==> src/rtl/pwm_tmr_pkg.sv <==
// Shared definitions for the audio pulse-width timer.
// Assumes a 3-bit register address space; control bit positions fixed here.
package pwm_tmr_pkg;
    typedef enum logic [2:0] {
        ADR_CTRL   = 3'd0,
        ADR_RUN    = 3'd1,
        ADR_SAMPLE = 3'd2,
        ADR_PERIOD = 3'd3,
        ADR_REPEAT = 3'd4,
        ADR_IEN    = 3'd5,
        ADR_FLAGS  = 3'd6
    } reg_addr_e;

    localparam int CTRL_RST_BIT  = 0;
    localparam int CTRL_IDLE_BIT = 1;
    localparam int CTRL_RES8_BIT = 2;
    localparam int IEN_EMPTY_BIT = 0;
    localparam int IEN_MATCH_BIT = 1;
endpackage

==> src/rtl/pwm_tmr_regs.sv <==
// Register write decode for the audio pulse-width timer.
// Holds configuration, run bit and produces one-cycle strobes for soft
// reset, sample writes and flag clears. Assumes CNT_W > 8.
module pwm_tmr_regs
    import pwm_tmr_pkg::*;
#(
    parameter int CNT_W = 16,
    parameter int REP_W = 4
) (
    input  logic             clk,
    input  logic             rst_n,
    input  logic             wr_en,
    input  logic [2:0]       wr_addr,
    input  logic [CNT_W-1:0] wr_data,
    output logic             soft_rst,
    output logic             idle_lvl,
    output logic             res8,
    output logic             run,
    output logic [CNT_W-1:0] period_val,
    output logic [REP_W-1:0] repeat_val,
    output logic             ie_empty,
    output logic             ie_match,
    output logic             smp_wr,
    output logic [CNT_W-1:0] smp_data,
    output logic             match_clr
);
    localparam int LOW_W = CNT_W - 8;

    reg_addr_e adr;

    // Decode the address and form write strobes.
    always_comb begin
        adr       = reg_addr_e'(wr_addr);
        soft_rst  = wr_en && (adr == ADR_CTRL) && wr_data[CTRL_RST_BIT];
        smp_wr    = wr_en && (adr == ADR_SAMPLE);
        match_clr = wr_en && (adr == ADR_FLAGS) && wr_data[0];
        smp_data  = res8 ? {wr_data[7:0], {LOW_W{1'b0}}} : wr_data;
    end

    // Configuration registers; soft reset clears run and period limit.
    always_ff @(posedge clk) begin
        if (!rst_n) begin
            idle_lvl   <= 1'b0;
            res8       <= 1'b0;
            run        <= 1'b0;
            period_val <= '0;
            repeat_val <= '0;
            ie_empty   <= 1'b0;
            ie_match   <= 1'b0;
        end else if (wr_en) begin
            case (adr)
                ADR_CTRL: begin
                    idle_lvl <= wr_data[CTRL_IDLE_BIT];
                    res8     <= wr_data[CTRL_RES8_BIT];
                    if (wr_data[CTRL_RST_BIT]) begin
                        run        <= 1'b0;
                        period_val <= '0;
                    end
                end
                ADR_RUN:    run        <= wr_data[0];
                ADR_PERIOD: period_val <= wr_data;
                ADR_REPEAT: repeat_val <= wr_data[REP_W-1:0];
                ADR_IEN: begin
                    ie_empty <= wr_data[IEN_EMPTY_BIT];
                    ie_match <= wr_data[IEN_MATCH_BIT];
                end
                default: ;
            endcase
        end
    end

    // a soft reset write leaves run cleared
    assert_soft_rst_run_R1: assert property (@(posedge clk) disable iff (!rst_n)
        soft_rst |=> !run);
endmodule

==> src/rtl/pwm_tmr_period.sv <==
// Period counter and repeat counter for the audio pulse-width timer.
// Starts when run is set and a sample is ready, wraps after the period
// limit, and reloads after (repeat + 1) wraps. Stops at the end of a group
// once run is cleared.
module pwm_tmr_period #(
    parameter int CNT_W = 16,
    parameter int REP_W = 4
) (
    input  logic             clk,
    input  logic             rst_n,
    input  logic             soft_rst,
    input  logic             run,
    input  logic             smp_ready,
    input  logic [CNT_W-1:0] period_val,
    input  logic [REP_W-1:0] repeat_val,
    output logic [CNT_W-1:0] cnt,
    output logic             active,
    output logic             start,
    output logic             reload
);
    logic [REP_W-1:0] grp_cnt;
    logic             wrap;
    logic             grp_end;

    // Start, wrap and reload conditions.
    always_comb begin
        start   = run && !active && smp_ready;
        wrap    = active && (cnt == period_val);
        grp_end = (grp_cnt == repeat_val);
        reload  = wrap && grp_end && run;
    end

    // Counter, group counter and activity state.
    always_ff @(posedge clk) begin
        if (!rst_n || soft_rst) begin
            cnt     <= '0;
            grp_cnt <= '0;
            active  <= 1'b0;
        end else if (start) begin
            cnt     <= '0;
            grp_cnt <= '0;
            active  <= 1'b1;
        end else if (active) begin
            if (wrap) begin
                cnt <= '0;
                if (grp_end) begin
                    grp_cnt <= '0;
                    if (!run) active <= 1'b0;
                end else begin
                    grp_cnt <= grp_cnt + 1'b1;
                end
            end else begin
                cnt <= cnt + 1'b1;
            end
        end
    end

    // counting begins at zero right after a start
    assert_start_zero_R3: assert property (@(posedge clk) disable iff (!rst_n)
        (start && !soft_rst) |=> (active && cnt == '0));
    // inside a period the counter advances by one each cycle
    assert_count_step_R4: assert property (@(posedge clk) disable iff (!rst_n)
        (active && !wrap && !soft_rst) |=> (cnt == CNT_W'($past(cnt) + 1'b1)));
    // a group end with run cleared halts the counter
    assert_stop_at_group_R9: assert property (@(posedge clk) disable iff (!rst_n)
        (wrap && grp_end && !run && !soft_rst) |=> !active);
    // a wrap inside a group keeps counting
    assert_group_continue_R5: assert property (@(posedge clk) disable iff (!rst_n)
        (wrap && !grp_end && !soft_rst) |=> active);
endmodule

==> src/rtl/pwm_tmr_sample.sv <==
// Sample double buffer and flags for the audio pulse-width timer.
// The buffer moves to the active compare register on a transfer request
// when it holds a sample; the empty flag and compare-hit flag live here.
module pwm_tmr_sample #(
    parameter int CNT_W = 16
) (
    input  logic             clk,
    input  logic             rst_n,
    input  logic             soft_rst,
    input  logic             smp_wr,
    input  logic [CNT_W-1:0] smp_data,
    input  logic             xfer,
    input  logic             match_clr,
    input  logic             res8,
    input  logic             run,
    input  logic             active,
    input  logic [CNT_W-1:0] cnt,
    output logic [CNT_W-1:0] cmp_act,
    output logic             buf_empty,
    output logic             match_flag
);
    logic [CNT_W-1:0] sbuf;
    logic             hit;

    // Compare-hit condition, silenced in 8-bit resolution.
    always_comb hit = run && active && (cnt == cmp_act) && !res8;

    // Buffer, active register and flags; writes win over transfers.
    always_ff @(posedge clk) begin
        if (!rst_n || soft_rst) begin
            sbuf       <= '0;
            cmp_act    <= '0;
            buf_empty  <= 1'b1;
            match_flag <= 1'b0;
        end else begin
            if (smp_wr) begin
                sbuf      <= smp_data;
                buf_empty <= 1'b0;
            end else if (xfer && !buf_empty) begin
                buf_empty <= 1'b1;
            end
            if (xfer && !buf_empty) cmp_act <= sbuf;
            if (hit)            match_flag <= 1'b1;
            else if (match_clr) match_flag <= 1'b0;
        end
    end

    // soft reset empties the buffer and clears compare state
    assert_soft_rst_clear_R1: assert property (@(posedge clk) disable iff (!rst_n)
        soft_rst |=> (buf_empty && !match_flag && cmp_act == '0));
    // a transfer moves the held sample and marks the buffer empty
    assert_xfer_move_R3: assert property (@(posedge clk) disable iff (!rst_n)
        (xfer && !buf_empty && !smp_wr && !soft_rst) |=> (buf_empty && cmp_act == $past(sbuf)));
    // a reload with no new sample keeps the active value
    assert_keep_value_R6: assert property (@(posedge clk) disable iff (!rst_n)
        (xfer && buf_empty && !soft_rst) |=> $stable(cmp_act));
    // 8-bit resolution never raises the compare-hit flag
    assert_res8_quiet_R8: assert property (@(posedge clk) disable iff (!rst_n)
        (res8 && !match_flag) |=> !match_flag);
    // a sample write fills the buffer
    assert_write_fills_R11: assert property (@(posedge clk) disable iff (!rst_n)
        (smp_wr && !soft_rst) |=> !buf_empty);
endmodule

==> src/rtl/audio_pwm_timer.sv <==
// Top of the double-buffered audio pulse-width timer.
// Joins register decode, period counter and sample buffer, and forms the
// complementary outputs and the interrupt and DMA requests.
// Assumes one count per clock cycle.
module audio_pwm_timer #(
    parameter int CNT_W = 16,
    parameter int REP_W = 4
) (
    input  logic             clk,
    input  logic             rst_n,
    input  logic             wr_en,
    input  logic [2:0]       wr_addr,
    input  logic [CNT_W-1:0] wr_data,
    output logic             buf_empty,
    output logic             match_flag,
    output logic             irq,
    output logic             dma_req,
    output logic             pwm_hi,
    output logic             pwm_lo
);
    logic             soft_rst, idle_lvl, res8, run;
    logic             ie_empty, ie_match, smp_wr, match_clr;
    logic [CNT_W-1:0] period_val, smp_data, cnt, cmp_act;
    logic [REP_W-1:0] repeat_val;
    logic             active, start, reload, pulse;

    pwm_tmr_regs #(.CNT_W(CNT_W), .REP_W(REP_W)) u_regs (
        .clk(clk), .rst_n(rst_n), .wr_en(wr_en), .wr_addr(wr_addr),
        .wr_data(wr_data), .soft_rst(soft_rst), .idle_lvl(idle_lvl),
        .res8(res8), .run(run), .period_val(period_val),
        .repeat_val(repeat_val), .ie_empty(ie_empty), .ie_match(ie_match),
        .smp_wr(smp_wr), .smp_data(smp_data), .match_clr(match_clr)
    );

    pwm_tmr_period #(.CNT_W(CNT_W), .REP_W(REP_W)) u_period (
        .clk(clk), .rst_n(rst_n), .soft_rst(soft_rst), .run(run),
        .smp_ready(!buf_empty), .period_val(period_val),
        .repeat_val(repeat_val), .cnt(cnt), .active(active),
        .start(start), .reload(reload)
    );

    pwm_tmr_sample #(.CNT_W(CNT_W)) u_sample (
        .clk(clk), .rst_n(rst_n), .soft_rst(soft_rst), .smp_wr(smp_wr),
        .smp_data(smp_data), .xfer(start || reload), .match_clr(match_clr),
        .res8(res8), .run(run), .active(active), .cnt(cnt),
        .cmp_act(cmp_act), .buf_empty(buf_empty), .match_flag(match_flag)
    );

    // Requests are gated by run; the pulse is high while below the sample.
    always_comb begin
        irq     = run && ((buf_empty && ie_empty) || (match_flag && ie_match));
        dma_req = run && buf_empty;
        pulse   = run && active && (cnt < cmp_act);
        pwm_hi  = idle_lvl ^ pulse;
        pwm_lo  = ~pwm_hi;
    end

    // a sample write withdraws the DMA request
    assert_dma_drop_R11: assert property (@(posedge clk) disable iff (!rst_n)
        smp_wr |=> !dma_req);
    // run with an empty buffer raises the DMA request
    assert_run_request_R2: assert property (@(posedge clk) disable iff (!rst_n)
        (run && buf_empty && !soft_rst && !smp_wr && !(wr_en && wr_addr == 3'd1)) |=> dma_req);
endmodule

==> config.mk <==
export PLATFORM = sky130hd
export DESIGN_NAME = audio_pwm_timer
export DESIGN_NICKNAME = d
export VERILOG_FILES = /design/src/rtl/pwm_tmr_pkg.sv /design/src/rtl/pwm_tmr_regs.sv /design/src/rtl/pwm_tmr_period.sv /design/src/rtl/pwm_tmr_sample.sv /design/src/rtl/audio_pwm_timer.sv
export SDC_FILE = /design/constraint.sdc
export NUM_CORES = 1
export LEC_CHECK = 0
export BUFFER_PORTS_ARGS = -buffer_cell sky130_fd_sc_hd__buf_2
export CORE_MARGIN = 4
export CORE_UTILIZATION = 60
export CTS_CLUSTER_SIZE = 14
export DETAILED_ROUTE_END_ITERATION = 12
export PLACE_DENSITY = 0.79
export RECOVER_POWER = 50
export SLEW_MARGIN = 5
export SYNTH_ARGS = -nofsm -noshare
export SYNTH_HDL_FRONTEND = slang
export SYNTH_SLANG_ARGS = --single-unit
==> constraint.sdc <==
create_clock -name clk -period 2.5 [get_ports clk]
set_input_delay 0.25 -clock clk [delete_from_list [all_inputs] [get_ports clk]]
set_output_delay 0.25 -clock clk [all_outputs]
set_load 0.02 [all_outputs]
Yosys cells after proc, flatten, opt, wreduce, memory -nomap -nowiden

Index checks and enable logic that the tools add are counted.

Bitwise operators: 2
Add/sub/neg operators: 2
Magnitude comparators: 1
Muxes and demuxes: 16
Eq/ne operators: 10
Reductions and logical operators: 38

Operators by type and width:

| operator                                             | number |
|---|---|
| 2-to-1 mux 16 bit                                    | 3 |
| equality test 16 bit                                 | 2 |
| case mux 16 bit (2 select lines)                     | 1 |
| logical AND 1 bit                                    | 19 |
| adder 16 x 1 -> 16 bit (second input constant)       | 1 |
| < comparator 16 bit                                  | 1 |
| 2-to-1 mux 1 bit                                     | 10 |
| equality test 3 bit (second input constant)          | 3 |
| AND reduction 2 bit                                  | 4 |
| nonzero test 2 bit                                   | 4 |
| equality test 3 x 2 -> 1 bit (second input constant) | 2 |
| AND reduction 3 bit                                  | 2 |
| adder 4 x 1 -> 4 bit (second input constant)         | 1 |
| equality test 4 bit                                  | 1 |
| logical NOT 1 bit                                    | 4 |
| 2-to-1 mux 4 bit                                     | 1 |
| equality test 3 x 1 -> 1 bit (second input constant) | 1 |
| logical NOT 3 bit                                    | 1 |
| logical OR 1 bit                                     | 3 |
| inequality test 2 bit (second input constant)        | 1 |
| case mux 1 bit (2 select lines)                      | 1 |
| OR reduction 2 bit                                   | 1 |
| NOT 1 bit                                            | 1 |
| bitwise XOR 1 bit                                    | 1 |

Register bits: 80
Output and inout bits: 6
Logic and storage cells: 83
Input port bits: 22

Logic depth before layout (Yosys ltp)

Depth in word-level cells: 8
Depth in mapped cells: 8
Gate-level depth less buffers: 7

Cells and area by module

From an unflattened synthesis, not the netlist that was laid out.

Cells, all modules: 461
Area total of the unflattened synthesis: 4265.3 µm²

Modules (own cells, without submodules):

| module          | times used | area each (µm²) | cells each | sequential area each (µm²) |
|---|---|---|---|---|
| pwm_tmr_sample  | 1          | 1398.8          | 154        | 680.7 |
| pwm_tmr_period  | 1          | 1285.0          | 146        | 420.4 |
| pwm_tmr_regs    | 1          | 1156.1          | 104        | 500.5 |
| audio_pwm_timer | 1          | 425.4           | 57         | 0.0 |

Least setup slack after synthesis

Ideal clock, no wire load.

Path type: register -> output
From: register u_period.cnt[13]
To: output pwm_hi
Slack: 0.378 ns
Data arrival time: 1.872 ns
Cell stages (with the launch flop): 7
Required time: 2.250 ns
Path buffers: 0
Path through: dfxtp_1 -> ha_1 -> a211oi_1 -> nor2_1 -> a2111oi_0 -> o211ai_1 -> xnor2_1

Longest elaborated chain between the ends: 3

RTL lines:

| element                | line                  | text |
|---|---|---|
| from (decl)            | pwm_tmr_period.sv:16  | `output logic [CNT_W-1:0] cnt,` |
| from (signal assigned) | pwm_tmr_period.sv:53  | `cnt <= cnt + 1'b1;` |
| < comparator 16 bit    | audio_pwm_timer.sv:53 | `pulse = run && active && (cnt < cmp_act);` |
| logical AND 1 bit      | audio_pwm_timer.sv:53 |  |
| bitwise XOR 1 bit      | audio_pwm_timer.sv:54 | `pwm_hi = idle_lvl ^ pulse;` |
| to (decl)              | audio_pwm_timer.sv:18 | `output logic pwm_hi,` |

No other way between the ends.

Worst setup path after layout

From: register u_sample.cmp_act[14]
To: output pwm_lo

Longest elaborated chain between the ends: 4

RTL lines:

| element                | line                  | text |
|---|---|---|
| from (decl)            | pwm_tmr_sample.sv:18  | `output logic [CNT_W-1:0] cmp_act,` |
| from (signal assigned) | pwm_tmr_sample.sv:42  | `if (xfer && !buf_empty) cmp_act <= sbuf;` |
| < comparator 16 bit    | audio_pwm_timer.sv:53 |  |
| logical AND 1 bit      | audio_pwm_timer.sv:53 |  |
| bitwise XOR 1 bit      | audio_pwm_timer.sv:54 |  |
| NOT 1 bit              | audio_pwm_timer.sv:55 | `pwm_lo = ~pwm_hi;` |
| to (decl)              | audio_pwm_timer.sv:19 | `output logic pwm_lo` |

No other way between the ends.

==> flow_summary.json <==
{
  "portBuffers": 27,
  "swShare_pct": 26.2,
  "clock-sinks": 80,
  "drt-initial-drc-count": 264,
  "r2r_cells": 7,
  "drc": 0,
  "synth_seq_cells": 80,
  "worstReg2RegStart": "u_period.cnt[12]$_SDFFE_PP0P_",
  "synthCells": 467,
  "max_freq_mhz": 402,
  "power_switching_uw": 613,
  "ir_drop_mv": 0.505,
  "syn_to_final_growth_pct": 13.4,
  "grt_pass1_vias": 3302,
  "placed_cells": 560,
  "maxCapViolations": 0,
  "antenna_found_initial": 0,
  "worst_hold_path.endpoint": "u_regs.period_val[12]$_SDFFE_PN0P_",
  "startpoint": "u_sample.cmp_act[14]$_SDFFE_PP0P_",
  "synth_edf_count": 0,
  "dpl_cell_area_um2": 4250,
  "tightest_slew_ns": 0.904,
  "synth_top_family_by_area": "simple AND/OR/NAND/NOR gates",
  "wl_met1_um": 4640,
  "finalSetupViolCount": 0,
  "routed_wl_um": 10200,
  "yosysSeqAreaShare_pct": 39.9,
  "drv_slew": 0,
  "pwr-share-clk_pct": 38.0,
  "num_rows": 29,
  "comb_power_share_pct": 6.6,
  "cp_cell_sequence": "inv_2 -> ha_4 -> nand4_1 -> nor3_4 -> o211ai_1 -> o211ai_1 -> buf_4 -> xor2_1 -> buf_4",
  "stdcell_count": 580,
  "critPathCaptureType": "output port",
  "cts_root_buffer": "clkbuf_8",
  "place_ws_ns": 0.248,
  "synthSimpleGateAreaFrac_pct": 22.6,
  "n_fill_cell": 499,
  "nNetsFinal": 538,
  "slew_headroom_pct": 39.8,
  "critPathTopFamily": "simple AND/OR/NAND/NOR gates",
  "grt_overflow": 0,
  "die_y_um": 89.8,
  "hold_class": "primary input to flip-flop",
  "wire_per_inst_um": 17.7,
  "drive_gt1_share_pct": 16.9,
  "synth_compound_area_share_pct": 15.7,
  "hold_violations": 0,
  "initial_core_util_pct": 62.4,
  "core_area_um2": 6420,
  "required_ns": 2.25,
  "cp.arrival_ns": 2.24,
  "synth-main-ff-cell": "dfxtp_1",
  "hold_depth": 3,
  "synthAdderAreaFrac_pct": 5.62,
  "p_leak_uw": 0.00170,
  "met2_length_um": 4520,
  "ys_top_cells_by_area": "dfxtp_1 40%, ha_1 5.6%, xor2_1 5.2%",
  "hold_path_startpoint": "wr_data[12]",
  "yosys.area.top_type": "dfxtp_1",
  "crit_type": "flip-flop to output port",
  "hpwl_um": 7020,
  "die_x_um": 89.8,
  "p_per_area_nw_per_um2": 515,
  "yosys_warnings": 0,
  "status": "finished, final reports clean",
  "die_area_um2": 8060,
  "rrSetupSlack_ns": 0.13,
  "antennaDiodeCount": 0,
  "pwr-share-seq_pct": 55.4,
  "synth.distinct_cells": 48,
  "synthMuxAreaShare_pct": 3.99,
  "firstDrtPassIters": 5,
  "grt_pass1_wl_um": 16200,
  "postSynthAreaPerCell_um2": 8.59,
  "async_flop_share_pct": 0,
  "viasPerCell": 6.11,
  "cp_slowest_stage_delay_ns": 0.33,
  "fin_tns_setup_ns": 0,
  "reg2reg_to": "u_period.grp_cnt[3]$_SDFFE_PP0P_",
  "gp_congestion": 0.905,
  "htreeDepth": 3,
  "cp_num_buf_inv": 3,
  "finalInstanceArea_um2": 4550,
  "grt_setup_unrepaired": "true",
  "grt_max_degree": 28,
  "gr-usage-all-layers_pct": 24.8,
  "top_layer": "met4",
  "worstSkewPairLatency_ns": 0.37,
  "clkTransAtPathRegs_ns": 0.09,
  "critPathSlowestCell": "dfxtp_2",
  "syn_nets": 507,
  "io_pins": 28,
  "critPathLaunchType": "flip-flop",
  "fin_crit_sh_pct": 99.4,
  "cts_buffers": 9,
  "ant_nets": 0,
  "p_int_uw": 1730,
  "synth_top_area_share_pct": 39.9,
  "setup_ws_ns": 0.0140,
  "synth_xor_area_share_pct": 7.21,
  "fin_skew_ns": 0.00817,
  "crit_fanout": 3,
  "cts_tree": "built",
  "dr_wl_met3_um": 777,
  "min_period_ns": 2.49,
  "synth_area_um2": 4010,
  "clockBufferDepth": 2,
  "num_vias": 3546
}
-- cell usage after synthesis, types with 4 or more instances --
master / n
nand3b_1: 9
nand2b_1: 4
o21ai_0: 6
inv_1: 25
ha_1: 18
a211oi_1: 9
o31ai_1: 4
nor2b_1: 16
nor2_1: 38
xor2_1: 24
buf_2: 7
nor3_1: 7
nand2_1: 52
o22ai_1: 16
dfxtp_1: 80
a21oi_1: 20
xnor2_1: 9
nand3_1: 24
nand4_1: 9
a21boi_0: 15
clkbuf_1: 18
mux2i_1: 16
-- worst min-delay path: cells and delay by family --
family,cells,cell delay (ns)
AO/OA/AOI/OAI,1,0.07
buffers and inverters,1,0.10
AND/OR/NAND/NOR,1,0.05
-- cell usage in the layout, fill, tap and decap left out, types with 3 or more instances in the layout --
cell	synthesis	routed
a211oi_1	9	8
a21boi_0	15	15
a21oi_1	20	20
and3_1	3	3
buf_2	7	21
buf_4	0	18
clkbuf_1	18	6
clkbuf_8	0	10
dfxtp_1	80	68
dfxtp_2	0	11
ha_1	18	14
ha_4	0	4
inv_1	25	21
inv_2	0	4
mux2i_1	16	16
nand2_1	52	50
nand2b_1	4	4
nand3_1	24	24
nand3b_1	9	9
nand4_1	9	9
nor2_1	38	38
nor2b_1	16	16
nor3_1	7	6
nor4_1	3	3
o211ai_1	3	3
o21ai_0	6	6
o22ai_1	16	16
o31ai_1	4	3
or4_1	3	3
xnor2_1	9	8
xor2_1	24	24
-- timing repair --
item                                    CTS  global route
endpoints found under the setup margin    2             2
gates resized for setup                   6            25
hold buffers                              0             0
hold endpoints to repair                  0             0
pin swaps                                 2             6
setup buffers                             1             3
-- flip-flops by register name, indices dropped and copies added (netlist names) --
register	flops
u_regs.repeat_val	4
u_regs.run	1
u_sample.buf_empty	1
u_sample.match_flag	1
u_period.cnt	16
u_regs.res8	1
u_period.grp_cnt	4
u_sample.cmp_act	16
u_regs.ie_empty	1
u_regs.idle_lvl	1
u_period.active	1
u_sample.sbuf	16
u_regs.ie_match	1
u_regs.period_val	16
-- worst max-delay path by stage --
stage,slack [ns],endpoint,cells past startpoint
floorplan,0.38,pwm_hi,6
global placement,0.30,pwm_lo,7
detailed placement,0.25,pwm_hi,7
CTS,0.003,pwm_hi,8
global route,-0.07,pwm_lo,9
finish,0.01,pwm_lo,9
-- area by class of cell --
class | instances | area (um^2) | share of cell area [%]
well taps | 77 | 96.3 | 2.12
inverters | 25 | 93.8 | 2.06
clock buffers | 10 | 138 | 3.03
clock inverters | 6 | 42.5 | 0.935
flip-flops and latches | 80 | 1620 | 35.6
multi-input cells | 337 | 2300 | 50.5
repair buffers | 45 | 263 | 5.78
-- stage by stage --
stage          power [uW]  hold slack [ns]  utilization, %
4_1_cts              2350            0.148            69.3
3_3_place_gp         1480            0.438            66.2
2_1_floorplan        1420            0.404               -
5_1_grt              2420            0.166            70.8
6_report             2340            0.145            70.8
3_5_place_dp         1480            0.448            66.2
-- power by group through the flow --
stage	Clock (uW)	Combinational, uW	Sequential (uW)
2_1_floorplan	0	96.0	1320
3_3_place_gp	0	152	1330
3_5_place_dp	0	154	1330
4_1_cts	899	154	1300
5_1_grt	950	170	1300
6_report	890	155	1300
-- metal layers --
layer	GRT usage (%)	vias to the layer above
li1	-	1693
met1	34.0	1663
met2	37.6	155
met3	6.43	35
met4	9.07	0
met5	0	-
-- cell families (layout without fill, tap and decap cells) --
kind of cell,count (synthesis),after routing
buffers and inverters,50,86
AND/OR/NAND/NOR,179,179
adder cells (fa/ha/maj),18,18
multiplexers,16,16
AO/OA/AOI/OAI,91,91
flip-flops,80,80
XOR/XNOR,33,33
No activity file was read; power rests on OpenSTA's default activity.
